**src/rtl/dacc_pkg.sv**
```systemverilog
// Shared constants and types for the dual-accumulator datapath.
// Assumes an 8-bit accumulator and 16-bit index/address width.
package dacc_pkg;
    localparam int ACC_W = 8;
    localparam int IDX_W = 2 * ACC_W;
    localparam int OP_W  = 4;

    // Flag register bit positions (fixed layout)
    localparam int FLG_S = 7;
    localparam int FLG_X = 6;
    localparam int FLG_H = 5;
    localparam int FLG_I = 4;
    localparam int FLG_N = 3;
    localparam int FLG_Z = 2;
    localparam int FLG_V = 1;
    localparam int FLG_C = 0;

    localparam logic [ACC_W-1:0] FLAGS_RESET = 8'hD0;

    typedef enum logic [OP_W-1:0] {
        OP_NOP  = 4'd0,
        OP_LDA  = 4'd1,
        OP_LDB  = 4'd2,
        OP_LDD  = 4'd3,
        OP_LDX  = 4'd4,
        OP_LDY  = 4'd5,
        OP_ADDAB = 4'd6,
        OP_SUBAB = 4'd7,
        OP_CMPAB = 4'd8,
        OP_BTOX = 4'd9,
        OP_BTOY = 4'd10,
        OP_SWPX = 4'd11,
        OP_SWPY = 4'd12,
        OP_A2F  = 4'd13,
        OP_F2A  = 4'd14,
        OP_DECA = 4'd15
    } dacc_op_e;

    typedef enum logic [1:0] {
        ALU_ADD = 2'd0,
        ALU_SUB = 2'd1,
        ALU_DEC = 2'd2
    } alu_mode_e;

    typedef struct packed {
        logic h;
        logic n;
        logic z;
        logic v;
        logic c;
    } alu_flags_t;
endpackage

```
**src/rtl/dacc_alu8.sv**
```systemverilog
// 8-bit arithmetic unit: add, subtract and BCD decimal adjust.
// Purely combinational. Assumes the caller decides which flags to keep;
// h/v outputs in decimal-adjust mode echo the inputs.
module dacc_alu8
    import dacc_pkg::*;
(
    input  alu_mode_e        mode,
    input  logic [ACC_W-1:0] opa,
    input  logic [ACC_W-1:0] opb,
    input  logic             h_in,
    input  logic             c_in,
    input  logic             v_in,
    output logic [ACC_W-1:0] res,
    output alu_flags_t       flg
);
    logic [ACC_W:0]   wide_sum;
    logic [ACC_W:0]   wide_dif;
    logic [4:0]       nib_sum;
    logic             lo_big;
    logic             hi_fix;
    logic [ACC_W-1:0] fix;

    // Compute result and flags for the selected mode
    always_comb begin
        wide_sum = {1'b0, opa} + {1'b0, opb};
        wide_dif = {1'b0, opa} - {1'b0, opb};
        nib_sum  = {1'b0, opa[3:0]} + {1'b0, opb[3:0]};
        lo_big   = (opa[3:0] > 4'd9);
        hi_fix   = c_in | (opa[7:4] > 4'd9) | ((opa[7:4] > 4'd8) & lo_big);
        fix      = {(hi_fix ? 4'h6 : 4'h0), ((h_in | lo_big) ? 4'h6 : 4'h0)};
        res      = '0;
        flg      = '0;
        unique case (mode)
            ALU_ADD: begin
                res   = wide_sum[ACC_W-1:0];
                flg.h = nib_sum[4];
                flg.c = wide_sum[ACC_W];
                flg.v = (opa[7] & opb[7] & ~res[7]) | (~opa[7] & ~opb[7] & res[7]);
            end
            ALU_SUB: begin
                res   = wide_dif[ACC_W-1:0];
                flg.h = h_in;
                flg.c = wide_dif[ACC_W];
                flg.v = (opa[7] & ~opb[7] & ~res[7]) | (~opa[7] & opb[7] & res[7]);
            end
            default: begin
                res   = opa + fix;
                flg.h = h_in;
                flg.c = hi_fix;
                flg.v = v_in;
            end
        endcase
        flg.n = res[ACC_W-1];
        flg.z = (res == '0);
    end
endmodule

```
**src/rtl/dacc_idx_add.sv**
```systemverilog
// Index adder: a wide base plus a zero-extended narrow offset, wrapping.
// Combinational; used for both index arithmetic and address formation.
module dacc_idx_add #(
    parameter int BASE_W = 16,
    parameter int OFF_W  = 8
) (
    input  logic [BASE_W-1:0] base,
    input  logic [OFF_W-1:0]  off,
    output logic [BASE_W-1:0] sum
);
    localparam int PAD_W = BASE_W - OFF_W;

    // Zero-extend and add, discarding the carry out
    always_comb sum = base + {{PAD_W{1'b0}}, off};
endmodule

```
**src/rtl/dacc_datapath.sv**
```systemverilog
// Top of the dual-accumulator datapath. Holds A, B (D = {A,B}), X, Y and the
// flag register, and applies one command per clock. Assumes the issuer
// presents a stable command before the rising edge; reset is synchronous.
module dacc_datapath
    import dacc_pkg::*;
(
    input  logic             clk,
    input  logic             rst_n,
    input  logic             cmd_valid,
    input  logic [OP_W-1:0]  cmd_op,
    input  logic [IDX_W-1:0] cmd_data,
    input  logic             ea_sel_y,
    input  logic [ACC_W-1:0] ea_offset,
    output logic [ACC_W-1:0] acc_a,
    output logic [ACC_W-1:0] acc_b,
    output logic [IDX_W-1:0] acc_d,
    output logic [IDX_W-1:0] idx_x,
    output logic [IDX_W-1:0] idx_y,
    output logic [ACC_W-1:0] ccr,
    output logic [IDX_W-1:0] ea_addr
);
    logic [ACC_W-1:0] reg_a, reg_b, reg_f;
    logic [IDX_W-1:0] reg_x, reg_y;
    dacc_op_e         op;
    alu_mode_e        amode;
    logic [ACC_W-1:0] alu_res;
    alu_flags_t       alu_flg;
    logic [IDX_W-1:0] idx_sel, idx_sum, ea_base;

    // Decode the incoming command, treating an idle port as no-op
    always_comb op = cmd_valid ? dacc_op_e'(cmd_op) : OP_NOP;

    // Choose the arithmetic mode for the ALU
    always_comb begin
        unique case (op)
            OP_ADDAB: amode = ALU_ADD;
            OP_DECA:  amode = ALU_DEC;
            default:  amode = ALU_SUB;
        endcase
    end

    dacc_alu8 alu_i (
        .mode (amode),
        .opa  (reg_a),
        .opb  (reg_b),
        .h_in (reg_f[FLG_H]),
        .c_in (reg_f[FLG_C]),
        .v_in (reg_f[FLG_V]),
        .res  (alu_res),
        .flg  (alu_flg)
    );

    // Pick which index register receives B
    always_comb idx_sel = (op == OP_BTOY) ? reg_y : reg_x;
    // Pick the effective-address base
    always_comb ea_base = ea_sel_y ? reg_y : reg_x;

    dacc_idx_add #(.BASE_W(IDX_W), .OFF_W(ACC_W)) bidx_i (
        .base (idx_sel),
        .off  (reg_b),
        .sum  (idx_sum)
    );

    dacc_idx_add #(.BASE_W(IDX_W), .OFF_W(ACC_W)) ea_i (
        .base (ea_base),
        .off  (ea_offset),
        .sum  (ea_addr)
    );

    // Register update: one operation per clock, synchronous reset
    always_ff @(posedge clk) begin
        if (!rst_n) begin
            reg_a <= '0;
            reg_b <= '0;
            reg_x <= '0;
            reg_y <= '0;
            reg_f <= FLAGS_RESET;
        end else begin
            unique case (op)
                OP_LDA: reg_a <= cmd_data[ACC_W-1:0];
                OP_LDB: reg_b <= cmd_data[ACC_W-1:0];
                OP_LDD: {reg_a, reg_b} <= cmd_data;
                OP_LDX: reg_x <= cmd_data;
                OP_LDY: reg_y <= cmd_data;
                OP_ADDAB: begin
                    reg_a        <= alu_res;
                    reg_f[FLG_H] <= alu_flg.h;
                    reg_f[FLG_N] <= alu_flg.n;
                    reg_f[FLG_Z] <= alu_flg.z;
                    reg_f[FLG_V] <= alu_flg.v;
                    reg_f[FLG_C] <= alu_flg.c;
                end
                OP_SUBAB, OP_CMPAB: begin
                    if (op == OP_SUBAB) reg_a <= alu_res;
                    reg_f[FLG_N] <= alu_flg.n;
                    reg_f[FLG_Z] <= alu_flg.z;
                    reg_f[FLG_V] <= alu_flg.v;
                    reg_f[FLG_C] <= alu_flg.c;
                end
                OP_BTOX: reg_x <= idx_sum;
                OP_BTOY: reg_y <= idx_sum;
                OP_SWPX: begin
                    reg_x          <= {reg_a, reg_b};
                    {reg_a, reg_b} <= reg_x;
                end
                OP_SWPY: begin
                    reg_y          <= {reg_a, reg_b};
                    {reg_a, reg_b} <= reg_y;
                end
                OP_A2F: reg_f <= reg_a;
                OP_F2A: reg_a <= reg_f;
                OP_DECA: begin
                    reg_a        <= alu_res;
                    reg_f[FLG_N] <= alu_flg.n;
                    reg_f[FLG_Z] <= alu_flg.z;
                    reg_f[FLG_C] <= reg_f[FLG_C] | alu_flg.c;
                end
                default: ;
            endcase
        end
    end

    // Drive register views to the ports
    always_comb begin
        acc_a = reg_a;
        acc_b = reg_b;
        acc_d = {reg_a, reg_b};
        idx_x = reg_x;
        idx_y = reg_y;
        ccr   = reg_f;
    end
endmodule

```
**config.mk**
```make
export PLATFORM = sky130hd
export DESIGN_NAME = dacc_datapath
export DESIGN_NICKNAME = d
export VERILOG_FILES = /design/src/rtl/dacc_pkg.sv /design/src/rtl/dacc_alu8.sv /design/src/rtl/dacc_idx_add.sv /design/src/rtl/dacc_datapath.sv
export SDC_FILE = /design/constraint.sdc
export NUM_CORES = 1
export LEC_CHECK = 0
export ABC_AREA = 1
export BUFFER_PORTS_ARGS = -buffer_cell sky130_fd_sc_hd__buf_2
export CAP_MARGIN = 20
export CORE_AREA = 2 2 144 118
export DETAILED_ROUTE_END_ITERATION = 16
export DIE_AREA = 0 0 146 120
export SYNTH_ARGS = -nofsm -noshare
export SYNTH_HDL_FRONTEND = slang
export SYNTH_HIERARCHICAL = 1
export SYNTH_SLANG_ARGS = --single-unit
```
**constraint.sdc**
```tcl
create_clock -name clk -period 3.06 [get_ports clk]
set_clock_uncertainty 0.2 [all_clocks]
set_input_delay 0.459 -clock clk [delete_from_list [all_inputs] [get_ports clk]]
set_output_delay 0.459 -clock clk [all_outputs]
set_load 0.02 [all_outputs]
```
==> results.ini, run 1 <==
[drt]
drc=0
num_vias=7623
wl_um=24790
avgViaCountPerCell=5.372
drt_pass1_iterations=5
ant_nets=0
wl_per_cell_um=17.47
drtIter0Drc=667

[clocking]
path_clk_slew_ns=0.08
hold_buffers=0
cts_htree_levels=2
clk-insertion-delay-late_ns=0.30
clockBufferDepth=2
cts_buffers=5
cts_sinks=56
cts_tree=built
cts-root-buf=clkbuf_16

[global_route]
grt_max_degree=29
antenna_found_initial=0
first_global_vias=6871
grt_pass1_wl_um=38200
gr-total-overflow=0
grt.total_usage=0.2767

[setup_path]
regToRegSetupSlack_ns=0.22
critPathLaunch=ea_sel_y
worstReg2RegEnd=ccr[2]$_SDFFE_PN0P_
start_kind=primary input
cp_data_required_time_ns=2.40
reg2reg_from=acc_a[3]$_SDFFE_PN0P_
crit_path_end_kind=output port
r2r_cells=13
arrival_ns=2.27
crit_type=primary input to output port
worstPathMaxFanout=14

[synth]
synth_warnings=6
yosys.area_share.adder=0.09129
seq_area_frac_synth=0.1778
synthSimpleGateAreaFrac=0.3548
synthFlopType=dfxtp_1
synth_top_family_by_area=simple AND/OR/NAND/NOR gates
synthXorXnorAreaFrac=0.01806
syn_area_um2=6305
syn_avg_cell_area_um2=5.942
synth-compound-area-share=0.2145
synthCells=1061
synth_nets=1136
yosys-mux-area-fraction=0
async_reset_ff_frac=0
synth_edf_count=0
yosys_register_bits=56
synth_cell_types=47

[worst_hold_path]
hp-start=cmd_data[15]
hold_path_class=primary input to flip-flop
whs_path_depth=3
whs_endpoint=idx_x[15]$_SDFFE_PN0P_

[sta]
max_slew.worst_pin.slew_ns=0.6901
final-hold-violation-count=0
slew_headroom=0.5394
whs_ns=0.2651
min_period_ns=2.924
period_share=0.9556
slew_violations=0
setup_viol_count_final=0
fmax_mhz=342.0

[finish]
final_common_cell=nand2_1
layout-drive-gt1-share=0.2227
n_fill_cell=1790
fin_util=0.4688
multi_input_area_um2=4313
insertedDiodeCount=0
seq_area_um2=1122
final_nets=1273
layout_common_cells=nand2_1, inv_1, buf_2
area_growth_pct=20.34
fin_area_um2=7587

[floorplan]
rows=42
die_y_um=120
initial_core_util=0.3895
dieArea_um2=17520
ioPinCount=120
core_area_um2=16190
dieWidth_um=146

[pwr]
leakage_nw=3.914
p_per_area_nw_per_um2=370.3
totalPowerFinal_mw=2.810
vdd.ir_drop.worst_mv=0.3776

[placed_design]
portBuffers=119
routabilityCongestion=1.002
placed_cell_area_um2=7352
hpwl_um=19390

[status]
outcome=finished, final reports clean

[job]
maxCapViolCount=0

cells in the mapped netlist (8+ instances only):
cell type  count  area [um2]
a31oi_1       16       100.1
nand3_1      103       515.5
inv_2         10       37.54
buf_2         11       55.05
o22ai_1        9       56.30
nor2_1        51       191.4
buf_4         22       165.2
nand3_2        8       80.08
nand2_1      270        1013
ha_1          38       475.5
o21ai_0      116       580.6
dfxtp_1       56        1121
nand2_2       15       93.84
a21oi_1       69       345.3
xor2_1        13       113.9
inv_1        146       548.0
nand4_1       13       81.33
clkbuf_1      19       71.32
layout make-up:
class,count,area share
clock buffers,7,0.02012
clock inverters,1,0.003958
inverters,158,0.07850
multi-input cells,793,0.5684
flip-flops and latches,56,0.1479
well taps,220,0.03628
repair buffers,184,0.1448
metal layers:
metal | track usage | vias to the layer above | wire length, um
met2 | 0.3992 | 424 | 9893
li1 | - | 3748 | -
met5 | 0 | - | 0
met1 | 0.4237 | 3402 | 11740
met4 | 0.07100 | 0 | 609
met3 | 0.04335 | 49 | 2550
what timing repair did:
| action | in CTS | in global routing |
|---|---|---|
| gates resized for setup | 0 | 22 |
| endpoints found under the hold margin | 0 | 0 |
| setup endpoints to repair | 0 | 14 |
| setup buffers | 0 | 2 |
registers in the layout (all words and copies together) (netlist names):
signal and count:
ccr 8, idx_y 16, acc_a 8, acc_b 8
idx_x 16
critical path, cell delays in order:
cell,delay (ns)
clkbuf_4,0.19
buf_4,0.19
o21ai_0,0.22
ha_1,0.31
nand2_1,0.12
inv_1,0.08
a21oi_1,0.18
nand2_2,0.12
nand2_1,0.09
nand2_1,0.05
nand2_1,0.05
nand2_1,0.05
buf_2,0.15
worst max-delay path by stage:
stage,end,slack [ns],cells after the start
floorplan,idx_y[8]$_SDFFE_PN0P_,0.12,17
global placement,idx_y[14]$_SDFFE_PN0P_,-0.01,21
detailed placement,idx_y[14]$_SDFFE_PN0P_,-0.07,21
CTS,ea_addr[14],0.04,12
global route,idx_y[14]$_SDFFE_PN0P_,-0.002,21
finish,ea_addr[15],0.14,13
kinds of logic (layout without fill, tap and decap cells):
| kind of cell | count (synthesis) | count (layout) |
|---|---|---|
| XOR/XNOR | 13 | 13 |
| AO/OA/AOI/OAI | 243 | 243 |
| AND/OR/NAND/NOR | 494 | 494 |
| flip-flops | 56 | 56 |
| adder cells (fa/ha/maj) | 43 | 43 |
| buffers and inverters | 212 | 350 |
metrics by stage:
step / setup slack, ns / TNS, ns / std cells
floorplan: 0.1176 / 0 / 1061
global placement: -0.01131 / -0.01131 / 1409
detailed placement: -0.06967 / -0.1983 / 1409
CTS: 0.04324 / 0 / 1417
global route: -0.001782 / -0.001782 / 1419
finish: 0.1360 / 0 / 1419
report_power, final:
part / leakage [nW] / internal, mW / switching [mW]
combinational: 3.36 / 0.416 / 0.815
clock: 0.0901 / 0.433 / 0.303
sequential: 0.459 / 0.780 / 0.0638
Power figures use the tool's default switching activity.
==> inputs of run 2 (changes only) <==
--- a/config.mk
+++ b/config.mk
@@ -8,9 +8,9 @@
 export ABC_AREA = 1
 export BUFFER_PORTS_ARGS = -buffer_cell sky130_fd_sc_hd__buf_2
 export CAP_MARGIN = 20
-export CORE_AREA = 2 2 144 118
+export CORE_AREA = 5 5 147 121
 export DETAILED_ROUTE_END_ITERATION = 16
-export DIE_AREA = 0 0 146 120
+export DIE_AREA = 0 0 152 126
 export SYNTH_ARGS = -nofsm -noshare
 export SYNTH_HDL_FRONTEND = slang
 export SYNTH_HIERARCHICAL = 1
==> results.ini, run 2 (synthesized netlist as in run 1, its figures left out) <==
[status]
outcome=finished, final reports clean

[sta]
fmax_mhz=343.9
setup_viol_count_final=0
whs_ns=0.2519
period_share=0.9502
slew_violations=0
fin_tns_setup_ns=0
rsz0062_at_grt=no
min_period_ns=2.908
worst_slack_ns=0.1523
max_slew.worst_pin.slew_ns=0.7194
final-hold-violation-count=0
slew_headroom=0.5199

[finish]
layout_common_cells=nand2_1, inv_1, buf_2
stdcell_count=1414
fin_area_um2=7517
area_growth_pct=19.23
final_nets=1268
final_common_cell=nand2_1
layout-drive-gt1-share=0.2094
insertedDiodeCount=0

[global_route]
grt_pass1_wl_um=37870
first_global_vias=6746
grt.total_usage=0.2449
antenna_found_initial=0
gr-total-overflow=0
grt_max_degree=26

[floorplan]
ioPinCount=120
core_area_um2=16190
die_y_um=126
rows=42
dieArea_um2=19150
dieWidth_um=152
initial_core_util=0.3895

[drt]
avgViaCountPerCell=5.328
drc=0
num_vias=7534
wl_um=24810
drt_pass1_iterations=7
ant_nets=0
drtIter0Drc=824
wl_per_cell_um=17.55

[placed_design]
hpwl_um=19610
dp_cells=1406
pre_cts_ws_ns=-0.009320
portBuffers=119
routabilityCongestion=0.9728
placed_cell_area_um2=7342

[clocking]
path_clk_slew_ns=0.08
clockBufferDepth=2
cts_htree_levels=2
cts_tree=built
hold_buffers=0
cts-root-buf=clkbuf_16
cts_sinks=56
cts_buffers=5
clk-insertion-delay-late_ns=0.30
cts_setup_buffers=0

[setup_path]
crit_type=primary input to output port
crit_path_end_kind=output port
arrival_ns=2.25
regToRegSetupSlack_ns=0.28
critPathSlowestCell=ha_1
r2r_cells=15
worstPathMaxFanout=12
cp_common_cell=nand2_1
reg2reg_from=acc_a[4]$_SDFFE_PN0P_
crit_chain=clkbuf_4, buf_4, nand2_1, o21ai_0, ha_1, nand2_1, inv_1, a21oi_1, nand2_2, nand2_1, nand3_1, nand2_1, buf_2
cp_data_required_time_ns=2.40
critPathLaunch=ea_sel_y
start_kind=primary input
max_stage_delay_ns=0.37
worstReg2RegEnd=ccr[2]$_SDFFE_PN0P_

[pwr]
vdd.ir_drop.worst_mv=0.2078
leakage_nw=3.895
p_per_area_nw_per_um2=364.0

[job]
maxCapViolCount=0

[worst_hold_path]
whs_endpoint=idx_x[10]$_SDFFE_PN0P_
hp-start=cmd_data[10]
hold_path_class=primary input to flip-flop
whs_path_depth=3

==> run 2: cell count changes in the layout (fill, tap and decap cells not counted), moves of 3 or more <==
cell,previous run,this run
buf_4,64,58
o21ai_1,10,7
nand2_2,22,16
o21ai_0,109,112
nand2_1,263,269
==> run 2: routing by layer <==
layer,global-route usage,vias to the layer above,part of all wire
li1,-,3740,-
met1,0.3748,3374,0.48
met2,0.3660,395,0.41
met3,0.04150,25,0.094
met4,0.03700,0,0.015
met5,0,-,0
==> run 2: cell type report <==
class	count	area, um2
Multi-Input combinational cell	793	4288
Clock inverter	2	35.03
Sequential cell	56	1121
Timing Repair Buffer	179	1074
Inverter	158	595.6
Tap cell	220	275.3
Clock buffer	6	128.9
Fill cell	1821	8668
==> run 2: report_power, final <==
| part | total, mW | leakage [nW] | internal, mW | switching (mW) |
|---|---|---|---|---|
| Combinational | 1.21 | 3.36 | 0.406 | 0.809 |
| Clock | 0.675 | 0.0808 | 0.387 | 0.288 |
| Sequential | 0.847 | 0.459 | 0.779 | 0.0674 |
| Total | 2.74 | 3.89 | 1.57 | 1.16 |
==> run 2: per-stage QoR <==
step | utilization | power (mW)
global route | 0.4644 | 2.890
detailed placement | 0.4536 | 2.051
floorplan | - | 1.648
global placement | 0.4536 | 2.049
CTS | 0.4637 | 2.718
finish | 0.4644 | 2.736
==> run 2: repair_timing <==
action                     CTS  global route
resized for setup            0             8
setup endpoints to repair    0             8
hold endpoints to repair     0             0
==> run 2: worst max path at each step <==
| stage | endpoint | slack [ns] | depth (start not counted) |
|---|---|---|---|
| 6_report | ea_addr[15] | 0.15 | 13 |
| 5_1_grt | ea_addr[11] | 0.001 | 14 |
| 4_1_cts | ea_addr[14] | 0.11 | 12 |
| 3_5_place_dp | idx_y[11]$_SDFFE_PN0P_ | -0.009 | 23 |
| 3_3_place_gp | idx_y[14]$_SDFFE_PN0P_ | 0.03 | 21 |
| 2_1_floorplan | idx_y[8]$_SDFFE_PN0P_ | 0.12 | 17 |
==> run 2: worst max-delay path: cells and delay by family <==
kind | cells | cell delay (ns)
buffers and inverters | 4 | 0.62
AND/OR/NAND/NOR | 6 | 0.54
AO/OA/AOI/OAI | 2 | 0.26
adder cells (fa/ha/maj) | 1 | 0.37
